--- src/rtl/sio_cfg_pkg.sv ---
package sio_cfg_pkg;
  typedef struct packed {
    logic [7:0] idx;
    logic [7:0] mask;
  } wr_evt_t;
endpackage

--- src/rtl/sio_cfg_unlock.sv ---
// Key counter: counts key bytes while closed, cleared by the lock byte while open.
module sio_cfg_unlock #(
  parameter logic [7:0] KEY       = 8'h33,
  parameter logic [7:0] LOCK      = 8'hCC,
  parameter int         KEY_COUNT = 2
) (
  input  logic       clk,
  input  logic       rst,
  input  logic       idx_wr,
  input  logic [7:0] wdata,
  output logic       open
);
  localparam int CW = $clog2(KEY_COUNT + 1);

  logic [CW-1:0] cnt;

  assign open = (cnt == CW'(KEY_COUNT));

  always_ff @(posedge clk) begin
    if (rst) begin
      cnt <= '0;
    end else if (idx_wr) begin
      if (!open && wdata == KEY) begin
        cnt <= cnt + 1'b1;
      end else if (open && wdata == LOCK) begin
        cnt <= '0;
      end
    end
  end
endmodule

--- src/rtl/sio_cfg_index.sv ---
// Current index register, loaded only while open and not by the lock byte.
module sio_cfg_index #(
  parameter logic [7:0] LOCK = 8'hCC
) (
  input  logic       clk,
  input  logic       rst,
  input  logic       idx_wr,
  input  logic       open,
  input  logic [7:0] wdata,
  output logic [7:0] idx
);
  always_ff @(posedge clk) begin
    if (rst) begin
      idx <= 8'h00;
    end else if (idx_wr && open && wdata != LOCK) begin
      idx <= wdata;
    end
  end
endmodule

--- src/rtl/sio_cfg_regfile.sv ---
// Window of writable configuration registers plus the change event.
module sio_cfg_regfile
  import sio_cfg_pkg::*;
#(
  parameter logic [7:0] WIN_LO  = 8'hA0,
  parameter logic [7:0] WIN_HI  = 8'hA5,
  parameter logic [7:0] RST_IDX = 8'hA0,
  parameter logic [7:0] RST_VAL = 8'hFF,
  localparam int        NREG    = int'(WIN_HI) - int'(WIN_LO) + 1
) (
  input  logic            clk,
  input  logic            rst,
  input  logic            dat_wr,
  input  logic [7:0]      idx,
  input  logic [7:0]      wdata,
  output logic [NREG*8-1:0] regs,
  output logic            evt_vld,
  output wr_evt_t         evt
);
  logic [NREG-1:0] we;
  logic [7:0]      old_val;

  for (genvar k = 0; k < NREG; k++) begin : g_reg
    localparam logic [7:0] MY_IDX = 8'(int'(WIN_LO) + k);
    localparam logic [7:0] MY_RST = (MY_IDX == RST_IDX) ? RST_VAL : 8'h00;

    assign we[k] = dat_wr && (idx == MY_IDX);

    always_ff @(posedge clk) begin
      if (rst) begin
        regs[k*8 +: 8] <= MY_RST;
      end else if (we[k]) begin
        regs[k*8 +: 8] <= wdata;
      end
    end
  end

  always_comb begin
    old_val = 8'h00;
    for (int k = 0; k < NREG; k++) begin
      if (we[k]) old_val = regs[k*8 +: 8];
    end
  end

  always_ff @(posedge clk) begin
    if (rst) begin
      evt_vld <= 1'b0;
      evt     <= '0;
    end else begin
      evt_vld <= |we;
      if (|we) begin
        evt.idx  <= idx;
        evt.mask <= old_val ^ wdata;
      end
    end
  end
endmodule

--- src/rtl/sio_cfg_port.sv ---
module sio_cfg_port
  import sio_cfg_pkg::*;
#(
  parameter logic [15:0] IDX_ADDR  = 16'h0398,
  parameter logic [15:0] DAT_ADDR  = 16'h0399,
  parameter logic [7:0]  KEY       = 8'h33,
  parameter logic [7:0]  LOCK      = 8'hCC,
  parameter int          KEY_COUNT = 2,
  parameter logic [7:0]  WIN_LO    = 8'hA0,
  parameter logic [7:0]  WIN_HI    = 8'hA5,
  parameter logic [7:0]  RD_HI     = 8'hA1,
  parameter logic [7:0]  RST_IDX   = 8'hA0,
  parameter logic [7:0]  RST_VAL   = 8'hFF,
  localparam int         NREG      = int'(WIN_HI) - int'(WIN_LO) + 1,
  localparam int         NRD       = int'(RD_HI) - int'(WIN_LO) + 1
) (
  input  logic              clk,
  input  logic              rst,
  input  logic [15:0]       io_addr,
  input  logic [7:0]        io_wdata,
  input  logic              iow,
  input  logic              ior,
  output logic [7:0]        io_rdata,
  output logic [NREG*8-1:0] cfg_regs,
  output logic              wr_pulse,
  output logic [7:0]        wr_index,
  output logic [7:0]        wr_mask
);
  logic       idx_wr;
  logic       dat_wr;
  logic       cfg_open;
  logic [7:0] cur_idx;
  wr_evt_t    evt;

  assign idx_wr = iow && (io_addr == IDX_ADDR);
  assign dat_wr = iow && (io_addr == DAT_ADDR) && cfg_open;

  sio_cfg_unlock #(.KEY(KEY), .LOCK(LOCK), .KEY_COUNT(KEY_COUNT)) u_unlock (
    .clk    (clk),
    .rst    (rst),
    .idx_wr (idx_wr),
    .wdata  (io_wdata),
    .open   (cfg_open)
  );

  sio_cfg_index #(.LOCK(LOCK)) u_index (
    .clk    (clk),
    .rst    (rst),
    .idx_wr (idx_wr),
    .open   (cfg_open),
    .wdata  (io_wdata),
    .idx    (cur_idx)
  );

  sio_cfg_regfile #(
    .WIN_LO  (WIN_LO),
    .WIN_HI  (WIN_HI),
    .RST_IDX (RST_IDX),
    .RST_VAL (RST_VAL)
  ) u_regs (
    .clk     (clk),
    .rst     (rst),
    .dat_wr  (dat_wr),
    .idx     (cur_idx),
    .wdata   (io_wdata),
    .regs    (cfg_regs),
    .evt_vld (wr_pulse),
    .evt     (evt)
  );

  assign wr_index = evt.idx;
  assign wr_mask  = evt.mask;

  always_comb begin
    io_rdata = 8'hFF;
    if (ior && cfg_open && io_addr == DAT_ADDR) begin
      for (int k = 0; k < NRD; k++) begin
        if (cur_idx == 8'(int'(WIN_LO) + k)) io_rdata = cfg_regs[k*8 +: 8];
      end
    end
  end
endmodule

--- config.mk ---
export PLATFORM = sky130hd
export DESIGN_NAME = sio_cfg_port
export DESIGN_NICKNAME = d
export VERILOG_FILES = /design/src/rtl/sio_cfg_pkg.sv /design/src/rtl/sio_cfg_unlock.sv /design/src/rtl/sio_cfg_index.sv /design/src/rtl/sio_cfg_regfile.sv /design/src/rtl/sio_cfg_port.sv
export SDC_FILE = /design/constraint.sdc
export NUM_CORES = 1
export LEC_CHECK = 0
export BUFFER_PORTS_ARGS = -buffer_cell sky130_fd_sc_hd__buf_4
export CORE_ASPECT_RATIO = 0.7
export CORE_UTILIZATION = 48
export CTS_CLUSTER_SIZE = 40
export DETAILED_ROUTE_END_ITERATION = 8
export GPL_ROUTABILITY_DRIVEN = 1
export GPL_TIMING_DRIVEN = 0
export PLACE_DENSITY_LB_ADDON = 0.3
export SLEW_MARGIN = 20
export SYNTH_ARGS = -nofsm -noshare
export SYNTH_HDL_FRONTEND = slang
export SYNTH_HIERARCHICAL = 1
export SYNTH_SLANG_ARGS = --single-unit
--- constraint.sdc ---
create_clock -name clk -period 2 [get_ports clk]
set_input_delay 0.3 -clock clk [delete_from_list [all_inputs] [get_ports clk]]
set_output_delay 0.3 -clock clk [all_outputs]
set_load 0.01 [all_outputs]
After elaboration in Yosys (flattened, before gate mapping) --
Cells that the tools add are included. W data, S select, Z words.
Operators by class: add/subtract/negate cells 1, equal/unequal tests 12, multiplexer cells 11, bitwise logic cells 1, reduce and logical (&&, ||, !) cells 19
Operators by type and width (count):
- $mux W8 | 9
- $eq A8 B8 Y1 const B | 7
- $eq A16 B10 Y1 const B | 2
- $logic_and A1 B1 Y1 | 15
- $eq A8 B6 Y1 const B | 1
- $ne A8 B8 Y1 const B | 1
- $xor A8 B8 Y8 | 1
- $reduce_or A6 Y1 | 1
- $mux W2 | 2
- $add A2 B1 Y2 const B | 1
- $eq A2 B2 Y1 const B | 1
- $reduce_and A2 Y1 | 1
- $reduce_bool A2 Y1 | 1
- $logic_not A1 Y1 | 1
Storage, ports and cells: register bits after elaboration 75, output and inout bits 73

Depth between registers and ports, before layout --
Gate-level depths: netlist of run 1.
word-level depth 11, gate-level depth with buffers 9, depth with buffers taken out 8

Cells and area by module --
Netlist of run 1, hierarchy kept.
Modules (own cells, without submodules):
- sio_cfg_regfile | instances 1, cells each 320, area an instance 3175.5 µm², sequential area each 1301.2 µm²
- sio_cfg_index | instances 1, cells each 37, area an instance 386.6 µm², sequential area each 160.2 µm²
- sio_cfg_port | instances 1, cells each 31, area an instance 259.0 µm², sequential area each 0.0 µm²
- sio_cfg_unlock | instances 1, cells each 19, area an instance 211.5 µm², sequential area each 40.0 µm²

Least setup slack after synthesis of run 1 --
OpenSTA, ideal clock, no wires.
path type input-to-reg, from input port io_addr[12], to register u_regs/evt[4] (netlist name), library setup time 0.127 ns, arrival 1.983 ns, data required time 1.873 ns, setup slack -0.111 ns, stages on the path 8, cell sequence nor4b_1 > nand4_1 > nor2_1 > nor2b_1 > a31oi_1 > clkbuf_1 > a32o_1 > or3b_1
On the way: longest elaborated chain between the ends 11, elaborated cells on any way between the ends 17
RTL lines:
- start: declaration | line sio_cfg_port.sv:19 | input logic [15:0] io_addr,
- $eq A16 B10 Y1 * | line sio_cfg_port.sv:36 | assign dat_wr = iow && (io_addr == DAT_ADDR) && cfg_open;
- $logic_and A1 B1 Y1 * (2 in series) | line sio_cfg_port.sv:36
- named net dat_wr | line sio_cfg_port.sv:30 | logic dat_wr;
- $logic_and A1 B1 Y1 | line sio_cfg_regfile.sv:27 | assign we[k] = dat_wr && (idx == MY_IDX);
- $mux W8 (6 in series) | line sio_cfg_regfile.sv:41 | if (we[k]) old_val = regs[k*8 +: 8];
- $xor A8 B8 Y8 | line sio_cfg_regfile.sv:53 | evt.mask <= old_val ^ wdata;
The timed path passes the listed nets; every way through them passes the cells marked *. A chain may end at the register's enable or synchronous reset.

Worst setup path in the final report of run 1 --
from register u_index.idx[1], to register u_regs/evt[1] (netlist name)
On the way: longest elaborated chain between the ends 9, elaborated cells on any way between the ends 20
RTL lines:
- start: declaration | line sio_cfg_index.sv:10 | output logic [7:0] idx
- start signal: assignment | line sio_cfg_index.sv:16 | idx <= wdata;
- $eq A8 B8 Y1 | line sio_cfg_regfile.sv:27
- $logic_and A1 B1 Y1 | line sio_cfg_regfile.sv:27
- $mux W8 (6 in series) | line sio_cfg_regfile.sv:41
- $xor A8 B8 Y8 | line sio_cfg_regfile.sv:53
Parallel ways exist; a longest one is shown, timed or not.

==> reports/qor.json, run 1 <==
{
  "critical_path.most_common_cell": {"value": "buf_6"},
  "hpwlAfterDp": {"value": 8980, "unit": "microns"},
  "final_cell_mix": {"value": "113 x buf_4, 72 x dfxtp_1, 67 x mux2i_1, 55 x nor2_1, 16 x nand2b_1"},
  "arrival": {"value": 2180, "unit": "ps"},
  "grt_pass1_vias": {"value": 3598},
  "gp_congestion": {"value": 0.892},
  "number_of_distinct_standard_cells_referenced_by_the_synthesized_netlist": {"value": 55},
  "wirelength": {"value": 12800, "unit": "microns"},
  "drt_drc_violations_left": {"value": 10},
  "cts.htree.levels": {"value": 3},
  "dieArea": {"value": 8780, "unit": "sq um"},
  "synthDominantAreaCellType": {"value": "dfxtp_1"},
  "routedWlPerCell": {"value": 20.0, "unit": "microns"},
  "layout_min_cycle_time": {"value": 1950, "unit": "ps"},
  "top_level_ports": {"value": 101},
  "nFillCells": {"value": 608},
  "timing.hold.worst.class": {"value": "in2reg"},
  "start_kind": {"value": "register"},
  "worst_pin_slew": {"value": 672, "unit": "ps"},
  "synth-main-ff-cell": {"value": "dfxtp_1"},
  "yosys.area_share.adder": {"value": 0.310, "unit": "%"},
  "layout_worst_path_cycle_share": {"value": 97.6, "unit": "%"},
  "synth_compound_area_share": {"value": 9.71, "unit": "%"},
  "insertedDiodeCount": {"value": 0},
  "outcome": {"value": "finished with violations"},
  "combinational_family_with_the_most_area_after_synthesis": {"value": "simple AND/OR/NAND/NOR gates"},
  "fin_ws": {"value": 47.1, "unit": "ps"},
  "floorplan.die.height": {"value": 78.7, "unit": "microns"},
  "worstPathMaxFanout": {"value": 10},
  "crit_buf_inv": {"value": 2},
  "finalSetupViolations": {"value": 0},
  "worst_skew_pair_latency": {"value": 340, "unit": "ps"},
  "dr_total_vias": {"value": 3913},
  "most_area_consuming_cells_after_synthesis": {"value": "dfxtp_1 37%, mux2i_1 17%, nor2_1 5.2%, nor4_4 2.6%, nand2b_1 2.5%"},
  "numCtsBuffers": {"value": 9},
  "ff_latch_count_synth": {"value": 75},
  "clock_tree.buffer_depth": {"value": 2},
  "syn_nets": {"value": 436},
  "synth_xor_area_share": {"value": 0, "unit": "%"},
  "ctsHoldBuffers": {"value": 0},
  "max_slew_headroom": {"value": 55.2, "unit": "%"},
  "layout.cell_area.non_filler": {"value": 5480, "unit": "sq um"},
  "drt.antenna.violating_nets": {"value": 0},
  "cts_root_buffer": {"value": "clkbuf_16"},
  "failed_checks": {"value": "DRC"},
  "syn_avg_cell_area": {"value": 9.91, "unit": "sq um"},
  "dpl-instance-area": {"value": 4930, "unit": "sq um"},
  "footprint_of_the_multi_input_gates": {"value": 2500, "unit": "sq um"},
  "synth.top_cell.area_share": {"value": 37.2, "unit": "%"},
  "post_route_cells_drive_above_1_share": {"value": 37.0, "unit": "%"},
  "grt-ovfl-total": {"value": 0},
  "post_synth_inst_count": {"value": 407},
  "die-width": {"value": 112, "unit": "microns"},
  "critical_path.cell_chain": {"value": "buf_6, buf_6, mux2i_4, o32ai_2, or3b_2, a32o_1"},
  "initial_core_util": {"value": 50.4, "unit": "%"},
  "p_leak": {"value": 2.10, "unit": "nW"},
  "route.detailed.vias_per_inst": {"value": 6.12},
  "clock_pin_slew_reported_for_the_worst_setup_and_hold_paths_after_clock_tree_synthesis": {"value": 60, "unit": "ps"},
  "grt_antenna_before_repair": {"value": 0},
  "maxCapViolCount": {"value": 0},
  "critical_path.max_stage_delay": {"value": 460, "unit": "ps"},
  "p_per_area": {"value": 568, "unit": "nW/um^2"},
  "kind_of_cell_adding_the_most_delay_to_the_critical_path": {"value": "simple AND/OR/NAND/NOR gates"},
  "tritoncts": {"value": "done"},
  "syn-cell-area": {"value": 4030, "unit": "sq um"},
  "buffer_ports.inserted": {"value": 100},
  "layout-area-overhead-vs-synth": {"value": 35.9, "unit": "%"},
  "grt_first_pass_wirelength": {"value": 19800, "unit": "microns"},
  "synth-simple-area-share": {"value": 30.4, "unit": "%"},
  "achievable_frequency": {"value": 512, "unit": "MHz"},
  "drt-initial-drc-count": {"value": 335},
  "grt_start_max_net_pins": {"value": 13},
  "number_of_warnings_issued_by_yosys": {"value": 6},
  "vdd_ir_drop_max": {"value": 0.524, "unit": "mV"},
  "synth_async_sr_flop_share": {"value": 0, "unit": "%"},
  "path_class": {"value": "reg2reg"},
  "clkSinkCount": {"value": 75},
  "layout.cells.most_common": {"value": "buf_4"},
  "finalHoldViolations": {"value": 0},
  "worstSetupEndpointType": {"value": "register"},
  "grt.total_usage": {"value": 29.8, "unit": "%"},
  "sequential_cell_area": {"value": 1510, "unit": "sq um"},
  "skew": {"value": 7.84, "unit": "ps"},
  "cp_slowest_cell": {"value": "or3b_2"},
  "worst_setup_slack_post_dpl": {"value": -608, "unit": "ps"},
  "ys_seq_area_share": {"value": 37.2, "unit": "%"},
  "yosys-mux-area-fraction": {"value": 17.7, "unit": "%"},
  "critical_path_required": {"value": 2220, "unit": "ps"},
  "drt_first_pass_iters": {"value": 7},
  "finalNetCount": {"value": 563},
  "report.final.slew_viol_count": {"value": 0},
  "number_of_flops_mapped_to_enable_cells_by_yosys": {"value": 0},
  "core.rowCount": {"value": 27},
  "floorplan.core_area": {"value": 8010, "unit": "sq um"}
}
-- repair_timing --
| action | CTS | global route |
|---|---|---|
| cloned | 0 | 0 |
| setup endpoints to repair | 71 | 65 |
| endpoints found under the hold margin | 0 | 0 |
| resized for setup | 17 | 20 |
| pin swaps | 6 | 9 |
| setup buffers | 14 | 3 |
-- cells by family after synthesis --
logic type | after synthesis
simple gates | 181
flops | 75
mux | 71
buf+inv | 32
fa+ha+maj | 1
compound gates | 47
-- cells in the mapped netlist (3+ instances only) --
library cell / count
nor2b_1: 10
clkbuf_2: 3
inv_1: 8
a211oi_1: 5
nand4_1: 15
nor3_1: 8
a21oi_1: 7
nand2_1: 13
a32o_1: 8
and2_1: 8
nand2b_1: 16
mux2_2: 3
buf_2: 5
nor4_2: 3
dfxtp_1: 75
o41ai_1: 3
o21ai_0: 5
o31a_1: 3
or3b_2: 5
and4b_2: 5
nor2_1: 56
or2b_1: 4
o32ai_1: 7
clkbuf_1: 8
buf_6: 7
o211ai_1: 3
nor4_1: 3
nor4_4: 5
mux2i_1: 68
or3b_1: 8
-- stage by stage --
stage | std cells | utilization [%] | setup TNS, ps | hold slack [ps] | total power (W)
5_1_grt | 639 | 68.4 | -24.4 | 255 | 0.00320
3_3_place_gp | 608 | 61.6 | -21740 | 446 | 0.00167
2_1_floorplan | 407 | - | -192 | 403 | 0.00158
4_1_cts | 637 | 67.2 | 0 | 239 | 0.00313
6_report | 639 | 68.4 | 0 | 248 | 0.00311
3_5_place_dp | 608 | 61.6 | -25690 | 454 | 0.00168
-- routing by layer --
metal	wire [microns]	vias up	GRT usage (%)	part of all wire [%]
met4	265	0	10.8	2.1
li1	-	1760	-	-
met3	1100	22	7.03	8.6
met1	5850	1908	40.5	46
met5	0	-	0	0
met2	5550	223	45.9	44
-- power breakdown --
part,total [W],internal (W),switching (W)
logic,0.000156,0.0000625,0.0000934
registers,0.00149,0.00149,0.00000000000145
clock network,0.00146,0.000860,0.000603
-- sequential cells by signal, summed over array words and instances, names as in the netlist --
register and count:
u_regs/regs 48, u_regs/evt 16, u_index/idx 8, u_unlock/cnt 2
u_regs/evt_vld 1
-- final timing paths --
kind,depth (start not counted),to,slack (ps),from
min,2,u_unlock/cnt[1],250,rst
max,6,u_regs/evt[1],50,u_index/idx[1]
max reg2reg,6,u_regs/evt[1],50,u_index/idx[1]
min reg2reg,1,u_regs/evt[14],480,u_regs/evt[14]
-- final cells by class --
class	instances	area share, %
multi-input cells	300	45.6
flip-flops and latches	75	27.5
repair buffers	117	16.3
clock buffers	12	4.50
plain buffers	22	2.88
well taps	101	2.31
inverters	9	0.708
clock inverters	3	0.274
No activity file was read; power rests on OpenSTA's default activity.
==> run 2, diff against run 1 <==
- CORE_ASPECT_RATIO: 0.7 -> 2
- GPL_TIMING_DRIVEN: 0 -> 1
==> reports/qor.json, run 2 (synthesis results as in run 1) <==
{
  "timing.critical_path.to": {"value": "io_rdata[0]"},
  "clock_power_share": {"value": 49.2, "unit": "%", "change": "+2.2 points"},
  "p_leak": {"value": 2.15, "unit": "nW", "change": "+2.3%"},
  "final_cell_count_no_fill": {"value": 639, "change": "unchanged"},
  "p_comb_share": {"value": 4.7, "unit": "%", "change": "-0.3 points"},
  "timing.hold.worst.class": {"value": "in2reg"},
  "place.detailed.instances": {"value": 619, "change": "+1.8%"},
  "dpl-instance-area": {"value": 5100, "unit": "sq um", "change": "+3.4%"},
  "fin_ws": {"value": 104, "unit": "ps", "change": "+56.6 ps"},
  "cts.htree.levels": {"value": 3, "change": "unchanged"},
  "outcome": {"value": "finished, final reports clean"},
  "cp_slowest_cell": {"value": "dfxtp_4"},
  "largest_register": {"value": "u_regs/regs"},
  "drt_first_pass_iters": {"value": 5, "change": "-2"},
  "clock_tree.buffer_depth": {"value": 2, "change": "unchanged"},
  "finalHoldViolations": {"value": 0, "change": "unchanged"},
  "layout-area-overhead-vs-synth": {"value": 35.7, "unit": "%"},
  "layout_worst_path_cycle_share": {"value": 94.8, "unit": "%", "change": "-2.8 points"},
  "floorplan.die.height": {"value": 132, "unit": "microns", "change": "+67%"},
  "die-width": {"value": 66.8, "unit": "microns", "change": "-40%"},
  "achievable_frequency": {"value": 527, "unit": "MHz", "change": "+3.0%"},
  "path_class": {"value": "reg2out"},
  "r2r_end": {"value": "u_regs/regs[46]"},
  "critical_path.max_stage_delay": {"value": 360, "unit": "ps", "change": "-100 ps"},
  "cts_root_buffer": {"value": "clkbuf_16"},
  "critical_path.most_common_cell": {"value": "buf_4"},
  "critPathLaunch": {"value": "u_index/idx[2]"},
  "vdd_ir_drop_max": {"value": 0.531, "unit": "mV", "change": "+1.3%"},
  "hpwlAfterDp": {"value": 8730, "unit": "microns", "change": "-2.8%"},
  "sw_frac_of_total": {"value": 21.0, "unit": "%", "change": "-1.4 points"},
  "top_level_ports": {"value": 101, "change": "unchanged"},
  "finalNetCount": {"value": 565, "change": "+0.36%"},
  "worstSetupPathDepth": {"value": 5, "change": "-1"},
  "buffer_ports.inserted": {"value": 100, "change": "unchanged"},
  "kind_of_cell_adding_the_most_delay_to_the_critical_path": {"value": "buffers and inverters"},
  "drt_drc_violations_left": {"value": 0, "change": "-10"},
  "initial_core_util": {"value": 49.0, "unit": "%", "change": "-1.4 points"},
  "p_per_area": {"value": 592, "unit": "nW/um^2", "change": "+4.1%"},
  "report.final.slew_viol_count": {"value": 0, "change": "unchanged"},
  "clock_pin_slew_reported_for_the_worst_setup_and_hold_paths_after_clock_tree_synthesis": {"value": 60, "unit": "ps", "change": "about the same"},
  "worstPathMaxFanout": {"value": 8, "change": "-2"},
  "grt_pass1_vias": {"value": 3724, "change": "+3.5%"},
  "worstSetupEndpointType": {"value": "output pin"},
  "critical_path_required": {"value": 1700, "unit": "ps", "change": "-520 ps"},
  "gp_congestion": {"value": 0.901, "change": "+1.0%"},
  "worst_skew_pair_latency": {"value": 330, "unit": "ps", "change": "about the same"},
  "grt_start_max_net_pins": {"value": 36, "change": "+23"},
  "layout.cell_area.non_filler": {"value": 5470, "unit": "sq um", "change": "-0.14%"},
  "critical_path.cell_chain": {"value": "buf_4, nor4_2, buf_4, nand4_1, buf_4"},
  "grt-ovfl-total": {"value": 0, "change": "unchanged"},
  "p_int": {"value": 0.00256, "unit": "W", "change": "+5.8%"},
  "maxCapViolCount": {"value": 0, "change": "unchanged"},
  "drt-initial-drc-count": {"value": 256, "change": "-24%"},
  "grt_antenna_before_repair": {"value": 0, "change": "unchanged"},
  "dr_total_vias": {"value": 3809, "change": "-2.7%"},
  "start_kind": {"value": "register"},
  "r2r_cells": {"value": 10, "change": "+4"},
  "routedWlPerCell": {"value": 19.0, "unit": "microns", "change": "-5.0%"},
  "tritoncts": {"value": "done"},
  "route.detailed.vias_per_inst": {"value": 5.96, "change": "-2.7%"},
  "floorplan.core_area": {"value": 8230, "unit": "sq um", "change": "+2.8%"},
  "dieArea": {"value": 8790, "unit": "sq um", "change": "+0.19%"},
  "drt.antenna.violating_nets": {"value": 0, "change": "unchanged"},
  "largest_register_ffs": {"value": 48, "change": "unchanged"},
  "grt.total_usage": {"value": 28.4, "unit": "%", "change": "-1.4 points"},
  "max_slew_headroom": {"value": 70.0, "unit": "%", "change": "+15 points"},
  "post_route_cells_drive_above_1_share": {"value": 36.8, "unit": "%", "change": "-0.21 points"},
  "finalSetupViolations": {"value": 0, "change": "unchanged"},
  "core.rowCount": {"value": 47, "change": "+74%"},
  "skew": {"value": 6.19, "unit": "ps", "change": "-1.65 ps"},
  "worst_setup_slack_post_dpl": {"value": -176, "unit": "ps", "change": "+432 ps"},
  "grt_first_pass_wirelength": {"value": 19000, "unit": "microns", "change": "-4.0%"},
  "timing.reg2reg.setup_slack": {"value": 120, "unit": "ps", "change": "+70 ps"},
  "clkSinkCount": {"value": 75, "change": "unchanged"},
  "layout.cells.most_common": {"value": "buf_4"},
  "critical_path.reg2reg.startpoint": {"value": "u_unlock/cnt[0]"},
  "arrival": {"value": 1600, "unit": "ps", "change": "-580 ps"},
  "p_switching": {"value": 0.000680, "unit": "W", "change": "-2.3%"},
  "largest_registers": {"value": "u_regs/regs: 48 flops, u_regs/evt: 16 flops, u_index/idx: 8 flops"},
  "layout_min_cycle_time": {"value": 1900, "unit": "ps", "change": "-56.6 ps"},
  "insertedDiodeCount": {"value": 0, "change": "unchanged"},
  "crit_buf_inv": {"value": 3, "change": "+1"},
  "worst_pin_slew": {"value": 449, "unit": "ps", "change": "-224 ps"},
  "wirelength": {"value": 12100, "unit": "microns", "change": "-5.0%"},
  "final_cell_mix": {"value": "136 x buf_4, 73 x dfxtp_1, 68 x mux2i_1, 55 x nor2_1"},
  "numCtsBuffers": {"value": 9, "change": "unchanged"},
  "power.sequential.fraction": {"value": 46.1, "unit": "%", "change": "-1.9 points"}
}
==> run 2: cell types whose count changed in the layout (fill, tap and decap cells not counted), moves of 4 or more <==
cell	before	now
buf_6	13	1
buf_12	0	4
buf_4	113	136
buf_2	4	0
clkbuf_1	9	4
==> run 2: per-layer routing <==
layer | global-route usage [%] | vias up | share of wire, %
li1 | - | 1763 | -
met5 | 0 | - | 0
met1 | 32.4 | 1846 | 37
met2 | 49.5 | 171 | 54
met4 | 13.8 | 0 | 3.0
met3 | 3.82 | 29 | 5.3
==> run 2: layout make-up <==
class / instances / area [sq um]
inverter: 9 / 38.8
sequential: 75 / 1510
timing repair buffer: 141 / 1110
multi-input combinational: 300 / 2400
tap: 98 / 123
clock buffer: 14 / 254
clock inverter: 2 / 35.0
fill: 681 / 2760
==> run 2: power groups by stage <==
stage / clock [W] / sequential [W] / combinational (W)
after global placement: 0 / 0.00153 / 0.000144
final: 0.00159 / 0.00149 / 0.000151
after CTS: 0.00160 / 0.00149 / 0.000148
after global routing: 0.00167 / 0.00149 / 0.000160
after floorplan: 0 / 0.00153 / 0.0000511
after detailed placement: 0 / 0.00153 / 0.000147
==> run 2: how the worst min path moves through the flow <==
| stage | cells after the start | from | end | slack [ps] |
|---|---|---|---|---|
| detailed placement | 1 | u_regs/evt[11] | u_regs/evt[11] | 470 |
| global route | 3 | io_wdata[1] | u_regs/regs[1] | 320 |
| CTS | 3 | io_wdata[1] | u_regs/regs[1] | 300 |
| finish | 3 | io_wdata[1] | u_regs/regs[1] | 300 |
| floorplan | 1 | rst | u_unlock/cnt[1] | 400 |
| global placement | 1 | u_regs/evt[14] | u_regs/evt[14] | 450 |
==> run 2: worst reg2reg max path: stages, from the launching register on <==
cell,delay (ps)
dfxtp_2,320
inv_1,90
ha_4,170
nand2_4,60
nor2_4,130
nand2b_4,70
buf_12,140
nor4_4,340
buf_4,200
mux2i_1,200
nor2_1,50
==> run 2: stage by stage <==
step                      TNS, ps  power, W  util, %  hold slack [ps]
after floorplan              -192   0.00158        -              403
after global placement      -1950   0.00167     62.0              453
after detailed placement    -5030   0.00167     62.0              469
after CTS                       0   0.00325     65.5              301
after global routing         -392   0.00332     66.5              325
final                           0   0.00324     66.5              305
==> run 2: timing repair <==
item / in CTS / in global routing
pin swaps: 0 / 2
hold buffers: 0 / 0
setup buffers: 0 / 5
endpoints found under the setup margin: 10 / 54
resized for setup: 3 / 9
